--- src/rtl/sprite_fault_pkg.sv ---
`timescale 1ns/1ps
package sprite_fault_pkg;

   // Which arming window an effective disable landed in
   typedef enum logic [1:0] {
      WIN_NONE  = 2'd0,
      WIN_EARLY = 2'd1,
      WIN_LATE  = 2'd2
   } win_e;

   // Late window layout: rows handled in groups, each group spanning a fixed dot count
   localparam int unsigned LATE_GROUP_ROWS = 4;
   localparam int unsigned LATE_GROUP_DOTS = 8;

endpackage

--- src/rtl/sprite_en_pipe.sv ---
`timescale 1ns/1ps
module sprite_en_pipe #(
   parameter int unsigned DELAY = 3
) (
   input  logic clk,
   input  logic rst_n,
   input  logic req_i,
   output logic en_o,
   output logic fall_o
);

   if (DELAY < 1) begin : g_bad_delay
      $error("sprite_en_pipe: DELAY must be at least 1");
   end

   logic [DELAY-1:0] st_q;
   logic             prev_q;

   if (DELAY == 1) begin : g_single
      always_ff @(posedge clk or negedge rst_n) begin
         if (!rst_n) st_q <= '0;
         else        st_q <= req_i;
      end
   end else begin : g_chain
      always_ff @(posedge clk or negedge rst_n) begin
         if (!rst_n) st_q <= '0;
         else        st_q <= {st_q[DELAY-2:0], req_i};
      end
   end

   always_ff @(posedge clk or negedge rst_n) begin
      if (!rst_n) prev_q <= 1'b0;
      else        prev_q <= st_q[DELAY-1];
   end

   assign en_o   = st_q[DELAY-1];
   assign fall_o = prev_q & ~st_q[DELAY-1];

   // Cycles since reset, saturating at DELAY, so the delay check never looks before reset
   localparam int unsigned WW = $clog2(DELAY + 1);
   logic [WW-1:0] warm_q;
   always_ff @(posedge clk or negedge rst_n) begin
      if (!rst_n)                       warm_q <= '0;
      else if (warm_q != WW'(DELAY))    warm_q <= warm_q + WW'(1);
   end

   a_r1_delay: assert property (@(posedge clk) disable iff (!rst_n)
      (warm_q == WW'(DELAY)) |-> (en_o == $past(req_i, DELAY)));

endmodule

--- src/rtl/sprite_fault_arm.sv ---
`timescale 1ns/1ps
module sprite_fault_arm
   import sprite_fault_pkg::*;
#(
   parameter int unsigned ROWS     = 32,
   parameter int unsigned DOT_W    = 9,
   parameter int unsigned EARLY_LO = 1,
   parameter int unsigned EARLY_HI = 64,
   parameter int unsigned LATE_LO  = 257,
   parameter int unsigned LATE_HI  = 320,
   localparam int unsigned RW      = $clog2(ROWS)
) (
   input  logic             clk,
   input  logic             rst_n,
   input  logic             fall_i,
   input  logic             rend_line_i,
   input  logic [DOT_W-1:0] dot_i,
   input  logic             fire_i,
   output logic             pend_o,
   output logic [RW-1:0]    row_o
);

   if ((EARLY_HI - EARLY_LO + 1) != 2 * ROWS) begin : g_bad_early
      $error("sprite_fault_arm: early window must give every row two dots");
   end
   if ((LATE_HI - LATE_LO + 1) != (ROWS / LATE_GROUP_ROWS) * LATE_GROUP_DOTS
       || (ROWS % LATE_GROUP_ROWS) != 0) begin : g_bad_late
      $error("sprite_fault_arm: late window size does not match the row groups");
   end

   localparam logic [DOT_W-1:0] E_LO = DOT_W'(EARLY_LO);
   localparam logic [DOT_W-1:0] E_HI = DOT_W'(EARLY_HI);
   localparam logic [DOT_W-1:0] L_LO = DOT_W'(LATE_LO);
   localparam logic [DOT_W-1:0] L_HI = DOT_W'(LATE_HI);
   localparam logic [2:0]       LAST_SINGLE = 3'(LATE_GROUP_ROWS - 2);

   win_e             win;
   logic [DOT_W-1:0] off;
   logic [2:0]       sub;
   logic [RW-1:0]    row_early;
   logic [RW-1:0]    row_late;
   logic [RW-1:0]    row_new;
   logic             arm;

   always_comb begin
      if (dot_i >= E_LO && dot_i <= E_HI)      win = WIN_EARLY;
      else if (dot_i >= L_LO && dot_i <= L_HI) win = WIN_LATE;
      else                                     win = WIN_NONE;
   end

   always_comb begin
      off       = dot_i - L_LO;
      sub       = (off[2:0] > LAST_SINGLE) ? 3'(LATE_GROUP_ROWS - 1) : off[2:0];
      row_early = RW'(dot_i >> 1);
      row_late  = RW'((off / DOT_W'(LATE_GROUP_DOTS)) * DOT_W'(LATE_GROUP_ROWS) + DOT_W'(sub));
      row_new   = (win == WIN_LATE) ? row_late : row_early;
      arm       = fall_i && rend_line_i && (win != WIN_NONE);
   end

   // Fault state survives controller reset: no reset term, power-up value only
   logic          pend_q = 1'b0;
   logic [RW-1:0] row_q  = '0;

   always_ff @(posedge clk) begin
      if (arm) begin
         pend_q <= 1'b1;
         row_q  <= row_new;
      end else if (fire_i) begin
         pend_q <= 1'b0;
      end
   end

   assign pend_o = pend_q;
   assign row_o  = row_q;

   a_r4_off_line: assert property (@(posedge clk) disable iff (!rst_n)
      (fall_i && !rend_line_i && !fire_i) |=> (pend_o == $past(pend_o)) && (row_o == $past(row_o)));

   a_r6_hold: assert property (@(posedge clk) disable iff (!rst_n)
      (!fall_i && !fire_i) |=> (pend_o == $past(pend_o)) && (row_o == $past(row_o)));

   a_r5_fire_clears: assert property (@(posedge clk) disable iff (!rst_n)
      (fire_i && !fall_i) |=> !pend_o);

endmodule

--- src/rtl/sprite_row_copy.sv ---
`timescale 1ns/1ps
module sprite_row_copy #(
   parameter int unsigned ROWS      = 32,
   parameter int unsigned ROW_BYTES = 8,
   localparam int unsigned RW       = $clog2(ROWS),
   localparam int unsigned BW       = $clog2(ROW_BYTES),
   localparam int unsigned AW       = RW + BW
) (
   input  logic          clk,
   input  logic          rst_n,
   input  logic          start_i,
   input  logic [RW-1:0] row_i,
   output logic          busy_o,
   output logic [RW-1:0] row_o,
   output logic [AW-1:0] src_o,
   output logic [AW-1:0] dst_o
);

   if ((1 << BW) != ROW_BYTES || (1 << RW) != ROWS) begin : g_bad_shape
      $error("sprite_row_copy: ROWS and ROW_BYTES must be powers of two");
   end

   localparam logic [BW-1:0] LAST = BW'(ROW_BYTES - 1);

   // Copy engine is part of the fault state and also ignores controller reset
   logic          busy_q = 1'b0;
   logic [BW-1:0] cnt_q  = '0;
   logic [RW-1:0] row_q  = '0;

   always_ff @(posedge clk) begin
      if (start_i && !busy_q) begin
         busy_q <= 1'b1;
         cnt_q  <= '0;
         row_q  <= row_i;
      end else if (busy_q) begin
         if (cnt_q == LAST) busy_q <= 1'b0;
         cnt_q <= cnt_q + BW'(1);
      end
   end

   assign busy_o = busy_q;
   assign row_o  = row_q;
   assign src_o  = {RW'(0), cnt_q};
   assign dst_o  = {row_q, cnt_q};

   a_r5_runs_on: assert property (@(posedge clk) disable iff (!rst_n)
      (busy_q && cnt_q != LAST) |=> busy_q && (cnt_q == $past(cnt_q) + BW'(1)));

   a_r5_stops: assert property (@(posedge clk) disable iff (!rst_n)
      (busy_q && cnt_q == LAST) |=> !busy_q);

   a_r5_starts_at_zero: assert property (@(posedge clk) disable iff (!rst_n)
      $rose(busy_q) |-> (cnt_q == '0));

endmodule

--- src/rtl/sprite_attr_ram.sv ---
`timescale 1ns/1ps
module sprite_attr_ram #(
   parameter int unsigned DEPTH  = 256,
   parameter int unsigned DATA_W = 8,
   localparam int unsigned AW    = $clog2(DEPTH)
) (
   input  logic              clk,
   input  logic              a_we,
   input  logic [AW-1:0]     a_addr,
   input  logic [DATA_W-1:0] a_data,
   input  logic              b_we,
   input  logic [AW-1:0]     b_addr,
   input  logic [DATA_W-1:0] b_data,
   input  logic [AW-1:0]     rd_addr,
   output logic [DATA_W-1:0] rd_data,
   input  logic [AW-1:0]     src_addr,
   output logic [DATA_W-1:0] src_data
);

   logic [DATA_W-1:0] mem_q [DEPTH];

   // Port b (row copy) is written after port a; the caller keeps them apart
   always_ff @(posedge clk) begin
      if (a_we) mem_q[a_addr] <= a_data;
      if (b_we) mem_q[b_addr] <= b_data;
   end

   assign rd_data  = mem_q[rd_addr];
   assign src_data = mem_q[src_addr];

endmodule

--- src/rtl/sprite_mem_fault.sv ---
`timescale 1ns/1ps
module sprite_mem_fault #(
   parameter int unsigned ROWS      = 32,
   parameter int unsigned ROW_BYTES = 8,
   parameter int unsigned DATA_W    = 8,
   parameter int unsigned DOT_W     = 9,
   parameter int unsigned LINE_W    = 9,
   parameter int unsigned EN_DELAY  = 3,
   parameter int unsigned VIS_LINES = 240,
   parameter int unsigned PRE_LINE  = 261,
   parameter int unsigned EARLY_LO  = 1,
   parameter int unsigned EARLY_HI  = 64,
   parameter int unsigned LATE_LO   = 257,
   parameter int unsigned LATE_HI   = 320,
   localparam int unsigned DEPTH    = ROWS * ROW_BYTES,
   localparam int unsigned AW       = $clog2(DEPTH),
   localparam int unsigned RW       = $clog2(ROWS),
   localparam int unsigned BW       = $clog2(ROW_BYTES)
) (
   input  logic              clk,
   input  logic              rst_n,
   input  logic [DOT_W-1:0]  dot_i,
   input  logic [LINE_W-1:0] line_i,
   input  logic              render_req_i,
   input  logic              ptr_wr_i,
   input  logic [AW-1:0]     ptr_data_i,
   input  logic              wr_en_i,
   input  logic [DATA_W-1:0] wr_data_i,
   output logic [DATA_W-1:0] rd_data_o,
   output logic              fault_pending_o
);

   if (PRE_LINE < VIS_LINES || PRE_LINE >= (1 << LINE_W)) begin : g_bad_lines
      $error("sprite_mem_fault: PRE_LINE must follow the visible lines and fit LINE_W");
   end

   localparam logic [LINE_W-1:0] VIS_L = LINE_W'(VIS_LINES);
   localparam logic [LINE_W-1:0] PRE_L = LINE_W'(PRE_LINE);

   logic              en_eff, en_fall;
   logic              rend_line, active, fire;
   logic              pend;
   logic [RW-1:0]     pend_row;
   logic              busy;
   logic [RW-1:0]     copy_row;
   logic [AW-1:0]     copy_src, copy_dst;
   logic [DATA_W-1:0] src_byte;
   logic [AW-1:0]     ptr_q;
   logic              cpu_in_copy_row, cpu_we;

   sprite_en_pipe #(.DELAY(EN_DELAY)) u_pipe (
      .clk    (clk),
      .rst_n  (rst_n),
      .req_i  (render_req_i),
      .en_o   (en_eff),
      .fall_o (en_fall)
   );

   assign rend_line = (line_i < VIS_L) || (line_i == PRE_L);
   assign active    = en_eff && rend_line;
   assign fire      = pend && active && !busy;

   sprite_fault_arm #(
      .ROWS     (ROWS),
      .DOT_W    (DOT_W),
      .EARLY_LO (EARLY_LO),
      .EARLY_HI (EARLY_HI),
      .LATE_LO  (LATE_LO),
      .LATE_HI  (LATE_HI)
   ) u_arm (
      .clk         (clk),
      .rst_n       (rst_n),
      .fall_i      (en_fall),
      .rend_line_i (rend_line),
      .dot_i       (dot_i),
      .fire_i      (fire),
      .pend_o      (pend),
      .row_o       (pend_row)
   );

   sprite_row_copy #(.ROWS(ROWS), .ROW_BYTES(ROW_BYTES)) u_copy (
      .clk     (clk),
      .rst_n   (rst_n),
      .start_i (fire),
      .row_i   (pend_row),
      .busy_o  (busy),
      .row_o   (copy_row),
      .src_o   (copy_src),
      .dst_o   (copy_dst)
   );

   // Byte pointer: a load wins over the post-write increment
   always_ff @(posedge clk or negedge rst_n) begin
      if (!rst_n)        ptr_q <= '0;
      else if (ptr_wr_i) ptr_q <= ptr_data_i;
      else if (wr_en_i)  ptr_q <= ptr_q + AW'(1);
   end

   assign cpu_in_copy_row = busy && (ptr_q[AW-1:BW] == copy_row);
   assign cpu_we          = wr_en_i && !cpu_in_copy_row;

   sprite_attr_ram #(.DEPTH(DEPTH), .DATA_W(DATA_W)) u_ram (
      .clk      (clk),
      .a_we     (cpu_we),
      .a_addr   (ptr_q),
      .a_data   (wr_data_i),
      .b_we     (busy),
      .b_addr   (copy_dst),
      .b_data   (src_byte),
      .rd_addr  (ptr_q),
      .rd_data  (rd_data_o),
      .src_addr (copy_src),
      .src_data (src_byte)
   );

   assign fault_pending_o = pend;

   a_r8_blocked: assert property (@(posedge clk) disable iff (!rst_n)
      (wr_en_i && busy && ptr_q[AW-1:BW] == copy_row && ptr_q != copy_dst)
      |=> u_ram.mem_q[$past(ptr_q)] == $past(u_ram.mem_q[ptr_q]));

   a_r5_copy_byte: assert property (@(posedge clk) disable iff (!rst_n)
      busy |=> u_ram.mem_q[$past(copy_dst)] == $past(u_ram.mem_q[copy_src]));

   a_r10_ptr_step: assert property (@(posedge clk) disable iff (!rst_n)
      (wr_en_i && !ptr_wr_i) |=> ptr_q == $past(ptr_q) + AW'(1));

   a_r7_fire_needs_active: assert property (@(posedge clk) disable iff (!rst_n)
      $rose(busy) |-> $past(active) && $past(pend));

endmodule

--- config.mk ---
export PLATFORM = sky130hd
export DESIGN_NAME = sprite_mem_fault
export DESIGN_NICKNAME = d
export VERILOG_FILES = /design/src/rtl/sprite_fault_pkg.sv /design/src/rtl/sprite_en_pipe.sv /design/src/rtl/sprite_fault_arm.sv /design/src/rtl/sprite_row_copy.sv /design/src/rtl/sprite_attr_ram.sv /design/src/rtl/sprite_mem_fault.sv
export SDC_FILE = /design/constraint.sdc
export NUM_CORES = 2
export LEC_CHECK = 0
export BUFFER_PORTS_ARGS = -buffer_cell sky130_fd_sc_hd__buf_2
export CORE_MARGIN = 5
export CORE_UTILIZATION = 45
export DETAILED_ROUTE_END_ITERATION = 6
export PLACE_DENSITY = 0.69
export REMOVE_ABC_BUFFERS = 1
export SLEW_MARGIN = 30
export SYNTH_ARGS = -nofsm -noshare
export SYNTH_HDL_FRONTEND = slang
export SYNTH_SLANG_ARGS = --single-unit
--- constraint.sdc ---
create_clock -name clk -period 4.6 [get_ports clk]
set_input_delay 0.92 -clock clk [delete_from_list [all_inputs] [get_ports clk]]
set_output_delay 0.92 -clock clk [all_outputs]
set_load 0.005 [all_outputs]
==> metrics.txt <==
achievable frequency around 0.19 GHz; post-placement worst setup slack -0.412 ns; DR vias/cell 6.50; CP required 3.68 ns; placed cell count 11,528; CTS clk-pin slew, worst paths 0.06 ns; Hold Crit Class primary input to register; Area Overhead vs Synth 13.9%; max cap viols 0; worst-skew pair later-pin latency 0.90 ns; IO Pins between 40 and 50; WP data arrival 4.29 ns; final setup violation count 8; outcome complete, but fails checks; largest net degree at the start of global routing 124; Core ar. approximately 230,000 µm²; largest cells by area after synthesis edfxtp_1, mux4_2, o21ai_0; clock skew 0.0509 ns; setup TNS -4.36 ns; Tot Pwr 52.5 mW; Setup crit end kind output port; placer congestion estimate about 0.95; CTS sink cnt between 2,000 and 2,500; commonest non-fill, non-tap cell in the layout edfxtp_1; placed wire-length estimate 213,000 µm; PortBufs 47; Max FO, Critical Path 64; measured slew at the worst slew-check pin between 1 and 1.5 ns; Static Leakage 40.9 nW; Post-layout nets 8,809; Num CTS Buffers 208; # DRC 2; fin. max-slew vios 0; CTS root buffer clkbuf_16; maximum vdd drop 800 µV; antenna violations before repair 23; die area 240,000 µm²; total congestion overflow 0; Layout fillers 18,972; unrepaired setup endpoints after global routing yes; drt initial violations 13,113; power per cell area 445 nW/µm²; die height 490 µm; failing checks DRC, setup timing; Tmin final 5.21 ns; crit path launch type register; flops & latches, synth 2,078; layout cells sized above 1 19.6%; Initial Util 45.1%; R2R Setup Slk 0.32 ns; via count 77,966; vias in the first global route between 70,000 and 80,000; Clock Path Buffers 3; share of the synthesized area in the top cell type 59.7%; global-route wire length before repair 499,000 µm; Post-Syn Instances 8,904; Hold Vio Cnt, Final 0; Mapped Area 104,000 µm²; leading area contributor after synthesis edfxtp_1; ANT nets after route 0; site row count 176; Fin Hold WS 0.155 ns; synth warn 0; Setup WS post-layout -0.610 ns; Finished Layout Cells about 12,000; GRT Resource Usage Total 28.2%; DR WL/cell 28.8 µm; Yosys cell types 53; dpl cell area 109,000 µm²; Finished Cell Area 118,000 µm²; die width 490 µm; CTS H-tree lvls 4; Pre-antenna DRT Iters 7; Syn Area/Cell 11.6 µm²; sequential area share after synthesis about three fifths; relative slew slack around 28%; WL final 346,000 µm; final core utilization 51.4%; most frequent cells in the layout edfxtp_1, nand2_1, o21ai_0; CTS tree yes; CP Class register to output port; Final Cycle Share 113%
## registers in the layout, summed over array words and instances, names as in the netlist, named ones only
signal,cells
ptr_q,8
u_arm.pend_o,1
u_arm.row_o,5
u_copy.busy_o,1
u_copy.cnt_q,3
u_copy.row_o,5
u_pipe.prev_q,1
u_pipe.st_q,3
u_ram.mem_q,2048
## where the power goes
part / internal [mW] / switching [mW] / leakage [nW]
Clock: 9.73 / 7.73 / 3.35
Combinational: 3.67 / 10.1 / 18.8
Sequential: 21.1 / 0.226 / 18.7
Total: 34.5 / 18.0 / 40.9
## final cells by class
type	instances	area, µm²	share of cell area, %
Timing Repair Buffer	648	6490	5.51
Clock buffer	250	5450	4.62
Clock inverter	135	1470	1.24
Tap cell	3026	3790	3.21
Multi-Input combinational cell	5805	38300	32.5
Antenna cell	35	87.6	0.0743
Inverter	15	56.3	0.0478
Sequential cell	2078	62300	52.8
## kinds of logic (layout without fill, tap and decap cells)
group,Yosys count,after routing,synth area share [%]
AO/OA/AOI/OAI,2741,2741,14.3
XOR/XNOR,17,17,0.144
adder cells (fa/ha/maj),14,14,0.169
buffers and inverters,1021,1048,4.20
flip-flops,2078,2078,60.1
multiplexers,541,541,11.6
other,1,36,0.00362
AND/OR/NAND/NOR,2491,2491,9.41
## cells in the mapped netlist, drive strengths merged
library cell     n
edfxtp        2058
nand2         1634
o21ai         1592
a21oi          773
nor2           727
clkbuf         717
mux4           528
buf            289
a22oi          256
o22ai           55
o41ai           32
nand4           25
o21bai          23
and3            21
nor3            21
nand3           20
inv             15
ha              14
nor2b           13
dfrtp           12
mux2i           11
xnor2           10
nand2b           9
dfxtp            8
xor2             7
a21o             5
and2             5
or2              4
a2111oi          3
and4             3
nor4             3
and2b            2
mux2             2
a21boi           1
a31oi            1
and4b            1
conb             1
nor4b            1
nor4bb           1
or4              1
## critical path, stage by stage, from the launching register on
cell,delay [ns]
dfrtp_1,0.66
nor2b_4,0.55
buf_12,0.35
a22oi_1,0.24
a21oi_1,0.66
o41ai_2,0.19
buf_4,0.20
nand4_1,0.24
buf_2,0.17
## per-layer routing
layer  part of all wire [%]  track usage, %  vias to the layer above
met4                    6.3            16.5                        8
li1                       -               -                    32765
met5                  0.019               0                        -
met2                     45            42.1                     6583
met3                     15            9.33                     1108
met1                     34            36.1                    37502
## worst paths after layout
check / startpoint / end / cells past startpoint
worst max-delay path: ptr_q[3] / rd_data_o[5] / 8
worst min-delay path: render_req_i / u_pipe.st_q[0] / 1
worst max register to register: ptr_q[4] / u_ram.mem_q[194][2] / 6
worst min register to register: u_pipe.st_q[1] / u_pipe.st_q[2] / 0
max in group asynchronous: rst_n / ptr_q[1] / 2
min in group asynchronous: rst_n / u_pipe.st_q[0] / 2
## what timing repair did
item,4_1_cts,5_1_grt
pin swaps,26,42
hold buffers,1,0
setup endpoints to repair,8,8
resized for setup,137,89
cloned,11,4
setup buffers,13,18
hold endpoints to repair,12,0
(Power assumes the default switching activity.)
